### config.mk
export PLATFORM = sky130hd
export DESIGN_NAME = region_guard
export DESIGN_NICKNAME = d
export VERILOG_FILES = /design/src/rtl/rg_pkg.sv /design/src/rtl/rg_ctrl.sv /design/src/rtl/rg_datapath.sv /design/src/rtl/region_guard.sv
export SDC_FILE = /design/constraint.sdc
export NUM_CORES = 1
export LEC_CHECK = 0
export BUFFER_PORTS_ARGS = -buffer_cell sky130_fd_sc_hd__buf_2
export CAP_MARGIN = 25
export CORE_ASPECT_RATIO = 0.8
export CORE_MARGIN = 5
export CORE_UTILIZATION = 40
export DETAILED_ROUTE_END_ITERATION = 10
export MAX_ROUTING_LAYER = met4
export PLACE_DENSITY = 0.54
export SLEW_MARGIN = 5
export SYNTH_ARGS = -nofsm -noshare
export SYNTH_HDL_FRONTEND = slang
export SYNTH_SLANG_ARGS = --single-unit
### constraint.sdc
create_clock -name clk -period 4.4 [get_ports clk]
set_input_delay 0.22 -clock clk [delete_from_list [all_inputs] [get_ports clk]]
set_output_delay 0.22 -clock clk [all_outputs]
set_load 0.03 [all_outputs]
### src/rtl/rg_pkg.sv
package rg_pkg;
  localparam logic [1:0] FIELD_BASE  = 2'd0;
  localparam logic [1:0] FIELD_LIMIT = 2'd1;
  localparam logic [1:0] FIELD_ATTR  = 2'd2;
  localparam logic [1:0] FIELD_CLEAR = 2'd3;

  typedef struct packed {
    logic en;
    logic sRd;
    logic sWr;
    logic nsRd;
    logic nsWr;
  } regionAttr_t;

  typedef struct packed {
    logic wrBase;
    logic wrLimit;
    logic wrAttr;
    logic clrFault;
    logic capFault;
  } ctrlStrobe_t;
endpackage

### src/rtl/rg_ctrl.sv
module rg_ctrl
  import rg_pkg::*;
(
  input  logic        cfgValid,
  input  logic        cfgNonSec,
  input  logic [1:0]  cfgField,
  input  logic        accessReject,
  input  logic        faultActive,
  output ctrlStrobe_t strobe
);
  logic secureCfg;

  always_comb begin
    secureCfg       = cfgValid && !cfgNonSec;
    strobe.wrBase   = secureCfg && (cfgField == FIELD_BASE);
    strobe.wrLimit  = secureCfg && (cfgField == FIELD_LIMIT);
    strobe.wrAttr   = secureCfg && (cfgField == FIELD_ATTR);
    strobe.clrFault = secureCfg && (cfgField == FIELD_CLEAR);
    // a fault is held until cleared; a clear frees the record in the same cycle
    strobe.capFault = accessReject && (!faultActive || strobe.clrFault);
  end
endmodule

### src/rtl/rg_datapath.sv
module rg_datapath
  import rg_pkg::*;
#(
  parameter int NUM_REGIONS = 4,
  parameter int ADDR_W      = 32,
  parameter int DATA_W      = 32,
  localparam int IDX_W      = (NUM_REGIONS > 1) ? $clog2(NUM_REGIONS) : 1
) (
  input  logic              clk,
  input  logic              rstN,
  input  ctrlStrobe_t       strobe,
  input  logic [IDX_W-1:0]  cfgRegion,
  input  logic [ADDR_W-1:0] cfgData,
  input  logic              reqValid,
  input  logic [ADDR_W-1:0] reqAddr,
  input  logic              reqWrite,
  input  logic              reqNonSec,
  input  logic [DATA_W-1:0] reqWdata,
  output logic              accessReject,
  output logic              faultActive,
  output logic              memValid,
  output logic [ADDR_W-1:0] memAddr,
  output logic              memWrite,
  output logic              memNonSec,
  output logic [DATA_W-1:0] memWdata,
  output logic              errValid,
  output logic [ADDR_W-1:0] faultAddr,
  output logic              faultNonSec,
  output logic              faultWrite
);
  logic [ADDR_W-1:0] baseQ  [NUM_REGIONS];
  logic [ADDR_W-1:0] limitQ [NUM_REGIONS];
  regionAttr_t       attrQ  [NUM_REGIONS];
  logic [NUM_REGIONS-1:0] hit;
  regionAttr_t       selAttr;
  logic              allow;

  for (genvar g = 0; g < NUM_REGIONS; g++) begin : gRegion
    logic selected;
    assign selected = (cfgRegion == IDX_W'(g));

    always_ff @(posedge clk or negedge rstN) begin
      if (!rstN) begin
        baseQ[g]  <= '0;
        limitQ[g] <= '0;
        attrQ[g]  <= '0;
      end else begin
        if (strobe.wrBase && selected)  baseQ[g]  <= cfgData;
        if (strobe.wrLimit && selected) limitQ[g] <= cfgData;
        if (strobe.wrAttr && selected) begin
          attrQ[g].en   <= cfgData[0];
          attrQ[g].sRd  <= cfgData[1];
          attrQ[g].sWr  <= cfgData[2];
          attrQ[g].nsRd <= cfgData[3];
          attrQ[g].nsWr <= cfgData[4];
        end
      end
    end

    assign hit[g] = attrQ[g].en && (reqAddr >= baseQ[g]) && (reqAddr <= limitQ[g]);
  end

  // ascending scan: the highest matching index is written last and wins
  always_comb begin
    selAttr = '{en: 1'b0, sRd: 1'b1, sWr: 1'b1, nsRd: 1'b0, nsWr: 1'b0};
    for (int i = 0; i < NUM_REGIONS; i++) begin
      if (hit[i]) selAttr = attrQ[i];
    end
    if (reqNonSec) allow = reqWrite ? selAttr.nsWr : selAttr.nsRd;
    else           allow = reqWrite ? selAttr.sWr  : selAttr.sRd;
    accessReject = reqValid && !allow;
  end

  always_ff @(posedge clk or negedge rstN) begin
    if (!rstN) begin
      memValid  <= 1'b0;
      errValid  <= 1'b0;
      memAddr   <= '0;
      memWrite  <= 1'b0;
      memNonSec <= 1'b0;
      memWdata  <= '0;
    end else begin
      memValid  <= reqValid && allow;
      errValid  <= accessReject;
      memAddr   <= reqAddr;
      memWrite  <= reqWrite;
      memNonSec <= reqNonSec;
      memWdata  <= reqWdata;
    end
  end

  always_ff @(posedge clk or negedge rstN) begin
    if (!rstN) begin
      faultActive <= 1'b0;
      faultAddr   <= '0;
      faultNonSec <= 1'b0;
      faultWrite  <= 1'b0;
    end else if (strobe.capFault) begin
      faultActive <= 1'b1;
      faultAddr   <= reqAddr;
      faultNonSec <= reqNonSec;
      faultWrite  <= reqWrite;
    end else if (strobe.clrFault) begin
      faultActive <= 1'b0;
    end
  end
endmodule

### src/rtl/region_guard.sv
module region_guard
  import rg_pkg::*;
#(
  parameter int NUM_REGIONS = 4,
  parameter int ADDR_W      = 32,
  parameter int DATA_W      = 32,
  localparam int IDX_W      = (NUM_REGIONS > 1) ? $clog2(NUM_REGIONS) : 1
) (
  input  logic              clk,
  input  logic              rstN,
  input  logic              reqValid,
  input  logic [ADDR_W-1:0] reqAddr,
  input  logic              reqWrite,
  input  logic              reqNonSec,
  input  logic [DATA_W-1:0] reqWdata,
  input  logic              cfgValid,
  input  logic              cfgNonSec,
  input  logic [IDX_W-1:0]  cfgRegion,
  input  logic [1:0]        cfgField,
  input  logic [ADDR_W-1:0] cfgData,
  output logic              memValid,
  output logic [ADDR_W-1:0] memAddr,
  output logic              memWrite,
  output logic              memNonSec,
  output logic [DATA_W-1:0] memWdata,
  output logic              errValid,
  output logic              faultIrq,
  output logic [ADDR_W-1:0] faultAddr,
  output logic              faultNonSec,
  output logic              faultWrite
);
  ctrlStrobe_t strobe;
  logic        accessReject;
  logic        faultActive;

  rg_ctrl u_ctrl (
    .cfgValid     (cfgValid),
    .cfgNonSec    (cfgNonSec),
    .cfgField     (cfgField),
    .accessReject (accessReject),
    .faultActive  (faultActive),
    .strobe       (strobe)
  );

  rg_datapath #(
    .NUM_REGIONS (NUM_REGIONS),
    .ADDR_W      (ADDR_W),
    .DATA_W      (DATA_W)
  ) u_dp (
    .clk          (clk),
    .rstN         (rstN),
    .strobe       (strobe),
    .cfgRegion    (cfgRegion),
    .cfgData      (cfgData),
    .reqValid     (reqValid),
    .reqAddr      (reqAddr),
    .reqWrite     (reqWrite),
    .reqNonSec    (reqNonSec),
    .reqWdata     (reqWdata),
    .accessReject (accessReject),
    .faultActive  (faultActive),
    .memValid     (memValid),
    .memAddr      (memAddr),
    .memWrite     (memWrite),
    .memNonSec    (memNonSec),
    .memWdata     (memWdata),
    .errValid     (errValid),
    .faultAddr    (faultAddr),
    .faultNonSec  (faultNonSec),
    .faultWrite   (faultWrite)
  );

  assign faultIrq = faultActive;
endmodule

Word-level counts from Yosys, hierarchy flattened:

Index checks and enable logic that the tools add are counted.

* output and inout bits: 103
* bits of input ports: 107
* register bits after elaboration: 379

* multiplexer cells: 9
* $lt $le $gt $ge: 8
* reduce and logical (&&, ||, !) cells: 35
* equal/unequal tests: 6

Operator list (count)
* 32-bit greater-or-equal comparator: 4
* 32-bit <= comparator: 4
* 1-bit logical AND: 28
* 4-bit 2-to-1 mux: 4
* 2-bit equality test (second input constant): 4
* 1-bit 2-to-1 mux: 5
* 2-bit by 1-bit equality test with 1-bit output (second input constant): 2
* 2-bit zero test: 2
* 1-bit zero test: 3
* 2-bit nonzero test: 1
* 1-bit logical OR: 1

Depth between registers and ports, before layout:

Gate-level depths: netlist (run 1).

* depth in word-level cells: 13
* mapped depth: 15
* depth with buffers taken out: 13

Hierarchy:

Synthesis (run 1) repeated with hierarchy kept, for this count alone.

* cell total of the unflattened synthesis: 1755
* area total of the unflattened synthesis: 19772.7 um^2

By module, submodules not included
* rg_datapath: cells each 1749, instances 1, area each 19717.7 um^2, seq. area each 9484.1 um^2
* rg_ctrl: cells each 6, instances 1, area each 55.1 um^2, seq. area each 0.0 um^2

Worst setup path before layout (run 1):

Ideal clock, no wire load.

* path kind: in2reg
* from: input port reqAddr[0]
* to: register u_dp.faultAddr[10]
* arrival time: 3.443 ns
* slack: 0.832 ns
* library setup time: 0.125 ns
* stages: 15
* buffers on the path: 2
* path through: inv_1 > ha_1 > or3b_1 > o211ai_1 > a2111oi_0 > or4_4 > a31oi_4 > nor3b_1 > mux4_1 > a31oi_1 > o32a_1 > and3_1 > buf_6 > buf_8 > mux2_4

* word-level cells in the longest chain between the ends: 12

RTL lines
* start, declared: RTL line region_guard.sv:12 `input logic [ADDR_W-1:0] reqAddr,`
* 32-bit greater-or-equal comparator: RTL line rg_datapath.sv:60 `assign hit[g] = attrQ[g].en && (reqAddr >= baseQ[g]) && (reqAddr <= limitQ[g]);`
* 1-bit logical AND (2 in a row): RTL line rg_datapath.sv:60
* 4-bit 2-to-1 mux (3 in a row): RTL line rg_datapath.sv:67 `if (hit[i]) selAttr = attrQ[i];`
* 4-bit 2-to-1 mux *: RTL line rg_datapath.sv:67
* 1-bit 2-to-1 mux (on tied branches): RTL line rg_datapath.sv:70, rg_datapath.sv:69
* 1-bit 2-to-1 mux *: RTL line rg_datapath.sv:69 `if (reqNonSec) allow = reqWrite ? selAttr.nsWr : selAttr.nsRd;`
* 1-bit zero test *: RTL line rg_datapath.sv:71 `accessReject = reqValid && !allow;`
* 1-bit logical AND *: RTL line rg_datapath.sv:71
* 1-bit logical AND *: RTL line rg_ctrl.sv:20 `strobe.capFault = accessReject && (!faultActive || strobe.clrFault);`
* end signal, assigned: RTL line rg_datapath.sv:100 `faultAddr <= reqAddr;`
* end, declared: RTL line rg_datapath.sv:27 `output logic [ADDR_W-1:0] faultAddr,`

Mark *: on every way between the ends. The rest lies on a longest branch, timed or not.
A chain may end at the register's enable or synchronous reset.

Worst setup path after layout (run 1):

* from: input port reqAddr[1]
* to: register u_dp.faultAddr[12]

Same word-level chain as after synthesis.

==> impl_metrics.csv, run 1 <==
group,metric,value,unit
outcome,status,"completed",
floorplanning,fp.coreArea,49410,sq um
floorplanning,dieArea,54260,sq um
floorplanning,dieWidth,259.2,microns
logic_synthesis,cells_after_synthesis,1748,
global_route,grt_start_max_net_pins,122,
setup_path,timing.critical_path.from_type,"input port",
clock_tree,clkLatencyLatePin,580,ps
sta,slew_limit_headroom,0.3045,
layout,regArea,9484,sq um
clock_tree,ctsRootBufferMaster,"sky130_fd_sc_hd__clkbuf_16",
setup_path,required,4840,ps
sta,finalSetupViolations,0,
global_route,grt-ovfl-total,0,
detailed_routing,detailroute.wirelength.met3,2475,microns
setup_path,timing.critical_path.to_type,"flop",
setup_path,cp.arrival,4570,ps
sta,worst-slew-pin-transition,1040,ps
power,vdd.ir_drop.worst,0.3649,mV
detailed_routing,wl_met1,27000,microns
clock_tree,cts-resized-gates,0,
logic_synthesis,number_of_flops_mapped_to_enable_cells_by_yosys,0,
global_route,number_of_global_route_vias_before_repair,14587,
run,maxCapViolations,0,
logic_synthesis,synth_seq_area_share,0.4773,
layout,n_fill_cell,4435,
sta,clock_skew,30.47,ps
sta,rsz0062_at_grt,"no",
placement,detailed_placer_s_ending_hpwl,37420,microns
logic_synthesis,ys_flop_type,"sky130_fd_sc_hd__dfrtp_1",
floorplanning,initial_core_util,0.4021,
global_route,global_route_wire_length_before_repair,84960,microns
detailed_routing,finalWirelength,54580,microns
power,leakage,11.88,nW
layout,layout-area-overhead-vs-synth,22.33,%
global_route,groute.usage.overall,0.2063,
clock_tree,tritoncts_clock_tree,"yes",
setup_path,crit_slowest_cell,"sky130_fd_sc_hd__dlygate4sd3_1",
logic_synthesis,synth.net_count,2111,
sta,finalWorstPathRequiredPeriod,4129,ps
layout,leading_cell_type_in_the_layout_fill_and_taps_excluded,"sky130_fd_sc_hd__dfrtp_1",
floorplanning,top_level_ports,210,
clock_tree,cts_inserted_buffers,44,
detailed_routing,via_per_inst,5.035,
sta,fmax,242.2,MHz
placement,port_buffers,209,
setup_path,worstPathMaxFanout,17,
setup_path,crit_chain,"dlygate4sd3_1 -> buf_2 -> buf_4 -> ha_1 -> or3b_1 -> o211ai_1 -> a2111oi_0 -> or4_4 -> a31oi_4 -> nor3b_1 -> mux4_1 -> a31oi_1 -> o32a_1 -> and3_2 -> buf_12 -> mux2_4",
detailed_routing,drtAntennaViolNets,0,
setup_path,setup.worst_path.class,"input port to flop",
logic_synthesis,netlist-cell-type-count,62,
detailed_routing,routed-via-count,14068,
layout,most-common-layout-cells,"379 x sky130_fd_sc_hd__dfrtp_1, 256 x sky130_fd_sc_hd__inv_1, 256 x sky130_fd_sc_hd__ha_1",
detailed_routing,drt-pass1-iter-count,4,
floorplanning,die_height,209.4,microns
layout,multiInputGateArea,9239,sq um
power,power_density_relative_to_cell_area,475.2,nW/um^2
sta,drv_slew,0,
clock_tree,cts_hold_buf,89,
floorplanning,placement_rows,73,
placement,globalplace.congestion,0.8499,
power,overall_power,11.55,mW
layout,drive_above_1_share,0.2715,
sta,finalHoldViolations,0,
setup_path,critical_path_max_stage_delay,530,ps
sta,period_utilization,0.9383,
setup_path,reg2regPathDepth,13,
hold_path,min_path_cells,3,
clock_tree,cts_max_level,2,
detailed_routing,met2WireLength,24130,microns
sta,fin_tns_setup,0,ps
global_route,antenna_found_initial,1,
layout,final_stage_net_count,2446,
logic_synthesis,synth_warnings,0,
clock_tree,ctsLongestPathBuffers,3,
hold_path,worst_min_delay_path_class,"input port to flop",
detailed_routing,wire_per_inst,19.54,microns
logic_synthesis,avgSynthCellArea,11.37,sq um
detailed_routing,highest_layer,"met4",
logic_synthesis,ys_ff_latch,379,
clock_tree,cts_post_setup_buffers_inserted,0,
clock_tree,cts.clk_slew.worst_paths,60,ps
logic_synthesis,syn-cell-area,19870,sq um
logic_synthesis,synthArstFlopShare,1.000,
detailed_routing,post-route-drc-count,0,
detailed_routing,drt_iter0_drcs,759,
clock_tree,clock_sink_count,379,
-- stage by stage --
stage	std cells	instance area, sq um	util	setup slack, ps	hold WS [ps]
final	2794	24310	0.4919	271.3	19.89
after global routing	2794	24310	0.4919	93.39	25.71
after CTS	2792	24290	0.4915	286.8	0.1567
after detailed placement	2622	21890	0.4431	259.6	329.4
after global placement	2622	21890	0.4431	295.5	327.9
after floorplan	1748	19870	-	832.0	-75.59
-- area by class of cell --
cell class | instances | area share
clock inverter | 15 | 0.008081
tap | 675 | 0.03474
multi-input combinational | 1070 | 0.3801
antenna | 1 | 0.0001029
sequential | 379 | 0.3902
timing repair buffer | 332 | 0.09368
clock buffer | 66 | 0.05363
inverter | 256 | 0.03953
-- worst max-delay path, delay by kind of cell --
kind	cells	cell delay (ps)
adders and majority gates	1	220
muxes	2	790
AOI/OAI and AO/OA	5	1080
buffers and inverters	4	1040
and+or+nand+nor	4	1170
-- registers in the layout, indices dropped and copies added, names as in the netlist --
signal	cells
u_dp.attrQ	20
u_dp.baseQ	128
u_dp.errValid	1
u_dp.faultActive	1
u_dp.faultAddr	32
u_dp.faultNonSec	1
u_dp.faultWrite	1
u_dp.limitQ	128
u_dp.memAddr	32
u_dp.memNonSec	1
u_dp.memValid	1
u_dp.memWdata	32
u_dp.memWrite	1
-- kinds of logic after synthesis --
family,after synthesis,share of synthesized area
and+or+nand+nor,277,0.06668
buffers and inverters,299,0.05856
AOI/OAI and AO/OA,287,0.08822
adders and majority gates,256,0.1612
muxes,250,0.1480
DFF,379,0.4773
-- synth_stat cells, types with 3 or more instances --
| master | number | area share |
|---|---|---|
| sky130_fd_sc_hd__nand2_1 | 125 | 0.024 |
| sky130_fd_sc_hd__a21o_1 | 20 | 0.0076 |
| sky130_fd_sc_hd__a211o_1 | 6 | 0.0026 |
| sky130_fd_sc_hd__a31oi_1 | 3 | 0.00094 |
| sky130_fd_sc_hd__and4_1 | 4 | 0.0018 |
| sky130_fd_sc_hd__clkbuf_1 | 21 | 0.0040 |
| sky130_fd_sc_hd__nand2b_1 | 4 | 0.0013 |
| sky130_fd_sc_hd__buf_8 | 3 | 0.0023 |
| sky130_fd_sc_hd__mux2_2 | 218 | 0.12 |
| sky130_fd_sc_hd__nand4_1 | 39 | 0.012 |
| sky130_fd_sc_hd__nor3b_1 | 3 | 0.0011 |
| sky130_fd_sc_hd__o31a_1 | 3 | 0.0013 |
| sky130_fd_sc_hd__a21oi_1 | 88 | 0.022 |
| sky130_fd_sc_hd__nor2_1 | 36 | 0.0068 |
| sky130_fd_sc_hd__and3_1 | 8 | 0.0025 |
| sky130_fd_sc_hd__nand3_1 | 24 | 0.0060 |
| sky130_fd_sc_hd__dfrtp_1 | 379 | 0.48 |
| sky130_fd_sc_hd__mux2_4 | 30 | 0.023 |
| sky130_fd_sc_hd__buf_1 | 18 | 0.0034 |
| sky130_fd_sc_hd__a221o_1 | 3 | 0.0015 |
| sky130_fd_sc_hd__ha_1 | 256 | 0.16 |
| sky130_fd_sc_hd__nor3_1 | 6 | 0.0015 |
| sky130_fd_sc_hd__a221oi_1 | 4 | 0.0018 |
| sky130_fd_sc_hd__a2111oi_0 | 5 | 0.0022 |
| sky130_fd_sc_hd__nor2b_1 | 8 | 0.0025 |
| sky130_fd_sc_hd__o211ai_1 | 10 | 0.0038 |
| sky130_fd_sc_hd__inv_1 | 256 | 0.048 |
| sky130_fd_sc_hd__o21ai_0 | 101 | 0.025 |
| sky130_fd_sc_hd__a2111o_1 | 3 | 0.0017 |
| sky130_fd_sc_hd__nor4_1 | 8 | 0.0025 |
| sky130_fd_sc_hd__a211oi_1 | 16 | 0.0060 |
| sky130_fd_sc_hd__o21a_1 | 4 | 0.0015 |
-- metal layers --
| layer | vias to the layer above | track usage |
|---|---|---|
| li1 | 6773 | - |
| met1 | 6962 | 0.2973 |
| met2 | 269 | 0.3076 |
| met3 | 64 | 0.03464 |
| met4 | 0 | 0.04845 |
| met5 | - | - |
-- worst paths after layout --
kind,startpoint,to,slack (ps)
setup / recovery,reqAddr[1],u_dp.faultAddr[12],270
setup reg to reg,u_dp.baseQ[32],u_dp.faultAddr[12],290
max in group asynchronous,rstN,u_dp.attrQ[5],2950
hold / removal,cfgData[17],u_dp.baseQ[17],20
min in group asynchronous,rstN,u_dp.faultAddr[11],360
hold reg to reg,u_dp.baseQ[47],u_dp.baseQ[47],500
-- report_power, final --
part / leakage [nW] / internal [mW] / switching, mW / total [mW]
Clock: 0.740 / 2.29 / 1.53 / 3.82
Combinational: 6.50 / 1.41 / 1.80 / 3.21
Sequential: 4.65 / 4.19 / 0.334 / 4.53
Total: 11.9 / 7.89 / 3.66 / 11.6
(Power assumes the default switching activity.)
==> inputs of run 2 (changes only) <==
==> constraint.sdc (replaced) <==
create_clock -name clk -period 4.45 [get_ports clk]
set_input_delay 0.2225 -clock clk [delete_from_list [all_inputs] [get_ports clk]]
set_output_delay 0.2225 -clock clk [all_outputs]
set_load 0.03 [all_outputs]
==> run 2 against run 1 <==
Worst setup slack worse by 14 ps. Core utilization shrank 0.094 points. First-iteration DRC count rose by 11%. Clock skew down 6.1 ps. Non-clock buffer count stayed put. Sequential cell count unchanged. Cell count about the same. Via count grew 0.21%. Critical path depth unchanged. Sequential power decreased by 1%.
==> impl_metrics.csv, run 2 (synthesized netlist as in run 1, its figures left out) <==
group,metric,value,unit
sta,period_utilization,0.9421,
setup_path,path_common_cell,"sky130_fd_sc_hd__a31oi_1",
layout,most-common-layout-cells,"379 x sky130_fd_sc_hd__dfrtp_1, 256 x sky130_fd_sc_hd__inv_1, 256 x sky130_fd_sc_hd__ha_1",
detailed_routing,post-route-drc-count,0,
detailed_routing,via_per_inst,5.047,
sta,fmax,238.5,MHz
outcome,status,"completed",
layout,antenna_cells,0,
run,maxCapViolations,0,
sta,clock_skew,24.42,ps
global_route,grt-ovfl-total,0,
setup_path,critPathBufInv,4,
sta,rsz0062_at_grt,"no",
floorplanning,dieArea,54260,sq um
floorplanning,die_height,209.4,microns
placement,globalplace.congestion,0.8297,
floorplanning,dieWidth,259.2,microns
global_route,groute.usage.overall,0.2057,
layout,biggestRegsByFlops,"u_dp.baseQ: 128 flops, u_dp.limitQ: 128 flops",
placement,detailed_placer_s_ending_hpwl,37070,microns
clock_tree,tritoncts_clock_tree,"yes",
layout,regArea,9484,sq um
setup_path,critical_path_cell_count,16,
clock_tree,cts_max_level,2,
clock_tree,clkLatencyLatePin,600,ps
layout,final_stage_net_count,2447,
setup_path,crit_slowest_cell,"sky130_fd_sc_hd__nor4bb_1",
global_route,number_of_global_route_vias_before_repair,14584,
detailed_routing,finalWirelength,53970,microns
global_route,antenna_found_initial,0,
floorplanning,initial_core_util,0.4021,
setup_path,reg2regPathDepth,14,
detailed_routing,wire_per_inst,19.32,microns
clock_tree,cts.clk_slew.worst_paths,60,ps
floorplanning,placement_rows,73,
sta,slew_limit_headroom,0.2965,
power,leakage,11.85,nW
sta,finalHoldViolations,0,
setup_path,timing.reg2reg.setup_slack,280,ps
sta,finalWorstPathRequiredPeriod,4192,ps
clock_tree,cts_inserted_buffers,45,
setup_path,worstPathMaxFanout,17,
sta,drv_slew,0,
power,power_density_relative_to_cell_area,467.1,nW/um^2
sta,worst-slew-pin-transition,1052,ps
placement,placed_cells_incl_taps,2617,
sta,fin_tns_setup,0,ps
setup_path,cp.arrival,4660,ps
sta,finalSetupViolations,0,
clock_tree,cts_post_setup_buffers_inserted,0,
layout,n_fill_cell,4465,
clock_tree,ctsRootBufferMaster,"sky130_fd_sc_hd__clkbuf_16",
detailed_routing,drt_iter0_drcs,846,
setup_path,setup.worst_path.class,"input port to flop",
clock_tree,ctsLongestPathBuffers,3,
layout,finalNonFillerCells,2793,
setup_path,timing.critical_path.to_type,"flop",
global_route,global_route_wire_length_before_repair,84970,microns
floorplanning,fp.coreArea,49410,sq um
setup_path,critical_path_max_stage_delay,550,ps
global_route,grt_start_max_net_pins,108,
floorplanning,top_level_ports,210,
layout,leading_cell_type_in_the_layout_fill_and_taps_excluded,"sky130_fd_sc_hd__dfrtp_1",
setup_path,cp_top_family,"buffers and inverters",
detailed_routing,drtAntennaViolNets,0,
placement,port_buffers,209,
power,vdd.ir_drop.worst,0.3488,mV
detailed_routing,routed-via-count,14097,
hold_path,min_path_cells,3,
detailed_routing,drt-pass1-iter-count,4,
setup_path,required,4920,ps
setup_path,crit_chain,"dlygate4sd3_1 -> buf_2 -> ha_1 -> and4_1 -> nor4bb_1 -> buf_4 -> nand2b_1 -> a31oi_1 -> a211o_1 -> nor3b_1 -> mux4_1 -> a31oi_1 -> o32a_1 -> and3_2 -> buf_12 -> mux2_2",
setup_path,timing.critical_path.from_type,"input port",
layout,multiInputGateArea,9239,sq um
layout,drive_above_1_share,0.2668,
layout,layout-area-overhead-vs-synth,22.10,%
hold_path,worst_min_delay_path_class,"input port to flop",
clock_tree,clock_sink_count,379,
==> run 2: changes by cell type in the layout (fill, tap and decap cells not counted) <==
cell                            before  now
sky130_fd_sc_hd__dlygate4sd3_1      89   94
sky130_fd_sc_hd__buf_1               0    1
sky130_fd_sc_hd__clkbuf_8           12    5
sky130_fd_sc_hd__clkbuf_1           10   14
sky130_fd_sc_hd__clkinv_2            7    9
sky130_fd_sc_hd__buf_4              28   22
sky130_fd_sc_hd__clkbuf_16          44   45
sky130_fd_sc_hd__diode_2             1    0
sky130_fd_sc_hd__clkinvlp_4          1    0
sky130_fd_sc_hd__buf_12              6    5
sky130_fd_sc_hd__clkinv_8            1    2
sky130_fd_sc_hd__clkbuf_2            0    1
==> run 2: worst paths after layout <==
path | start | to
hold / removal | cfgData[15] | u_dp.baseQ[15]
setup reg to reg | u_dp.baseQ[32] | u_dp.faultAddr[0]
setup / recovery | reqAddr[22] | u_dp.faultAddr[0]
max in group asynchronous | rstN | u_dp.baseQ[97]
hold reg to reg | u_dp.limitQ[124] | u_dp.limitQ[124]
min in group asynchronous | rstN | u_dp.memAddr[13]
==> run 2: per-stage QoR <==
| step | hold WS (ps) | util | total power, mW | instance area, sq um | setup slack [ps] |
|---|---|---|---|---|---|
| after CTS | 2.452 | 0.4909 | 11.50 | 24260 | 230.5 |
| after global routing | 25.47 | 0.4910 | 12.07 | 24260 | 78.21 |
| after global placement | 272.7 | 0.4422 | 7.548 | 21850 | 229.4 |
| after floorplan | -73.09 | - | 6.585 | 19870 | 879.5 |
| after detailed placement | 279.9 | 0.4423 | 7.647 | 21850 | 195.7 |
| final | 29.07 | 0.4910 | 11.33 | 24260 | 257.8 |
==> run 2: repair_timing <==
action / in CTS / in global routing
hold endpoints to repair: 200 / 0
gates resized for setup: 0 / 0
hold buffers: 94 / 0
==> run 2: per-layer routing <==
metal | part of all wire | global-route usage
met1 | 0.50 | 0.3009
met2 | 0.44 | 0.3053
met3 | 0.044 | 0.03151
met4 | 0.018 | 0.04536
met5 | 0 | -
==> run 2: cell type report <==
class,count,area share
clock buffers,64,0.05142
clock inverters,17,0.008870
inverters,256,0.03961
multi-input cells,1070,0.3808
flip-flops and latches,379,0.3909
well taps,675,0.03481
repair buffers,332,0.09360
==> run 2: where the power goes <==
group          switching [mW]  internal (mW)
Combinational            1.78           1.39
Sequential              0.319           4.15
Clock                    1.50           2.19
==> run 2: tightest hold or removal path, cell delays in order <==
cell and delay, ps:
sky130_fd_sc_hd__buf_2 190, sky130_fd_sc_hd__nand2_1 80, sky130_fd_sc_hd__o21ai_0 70
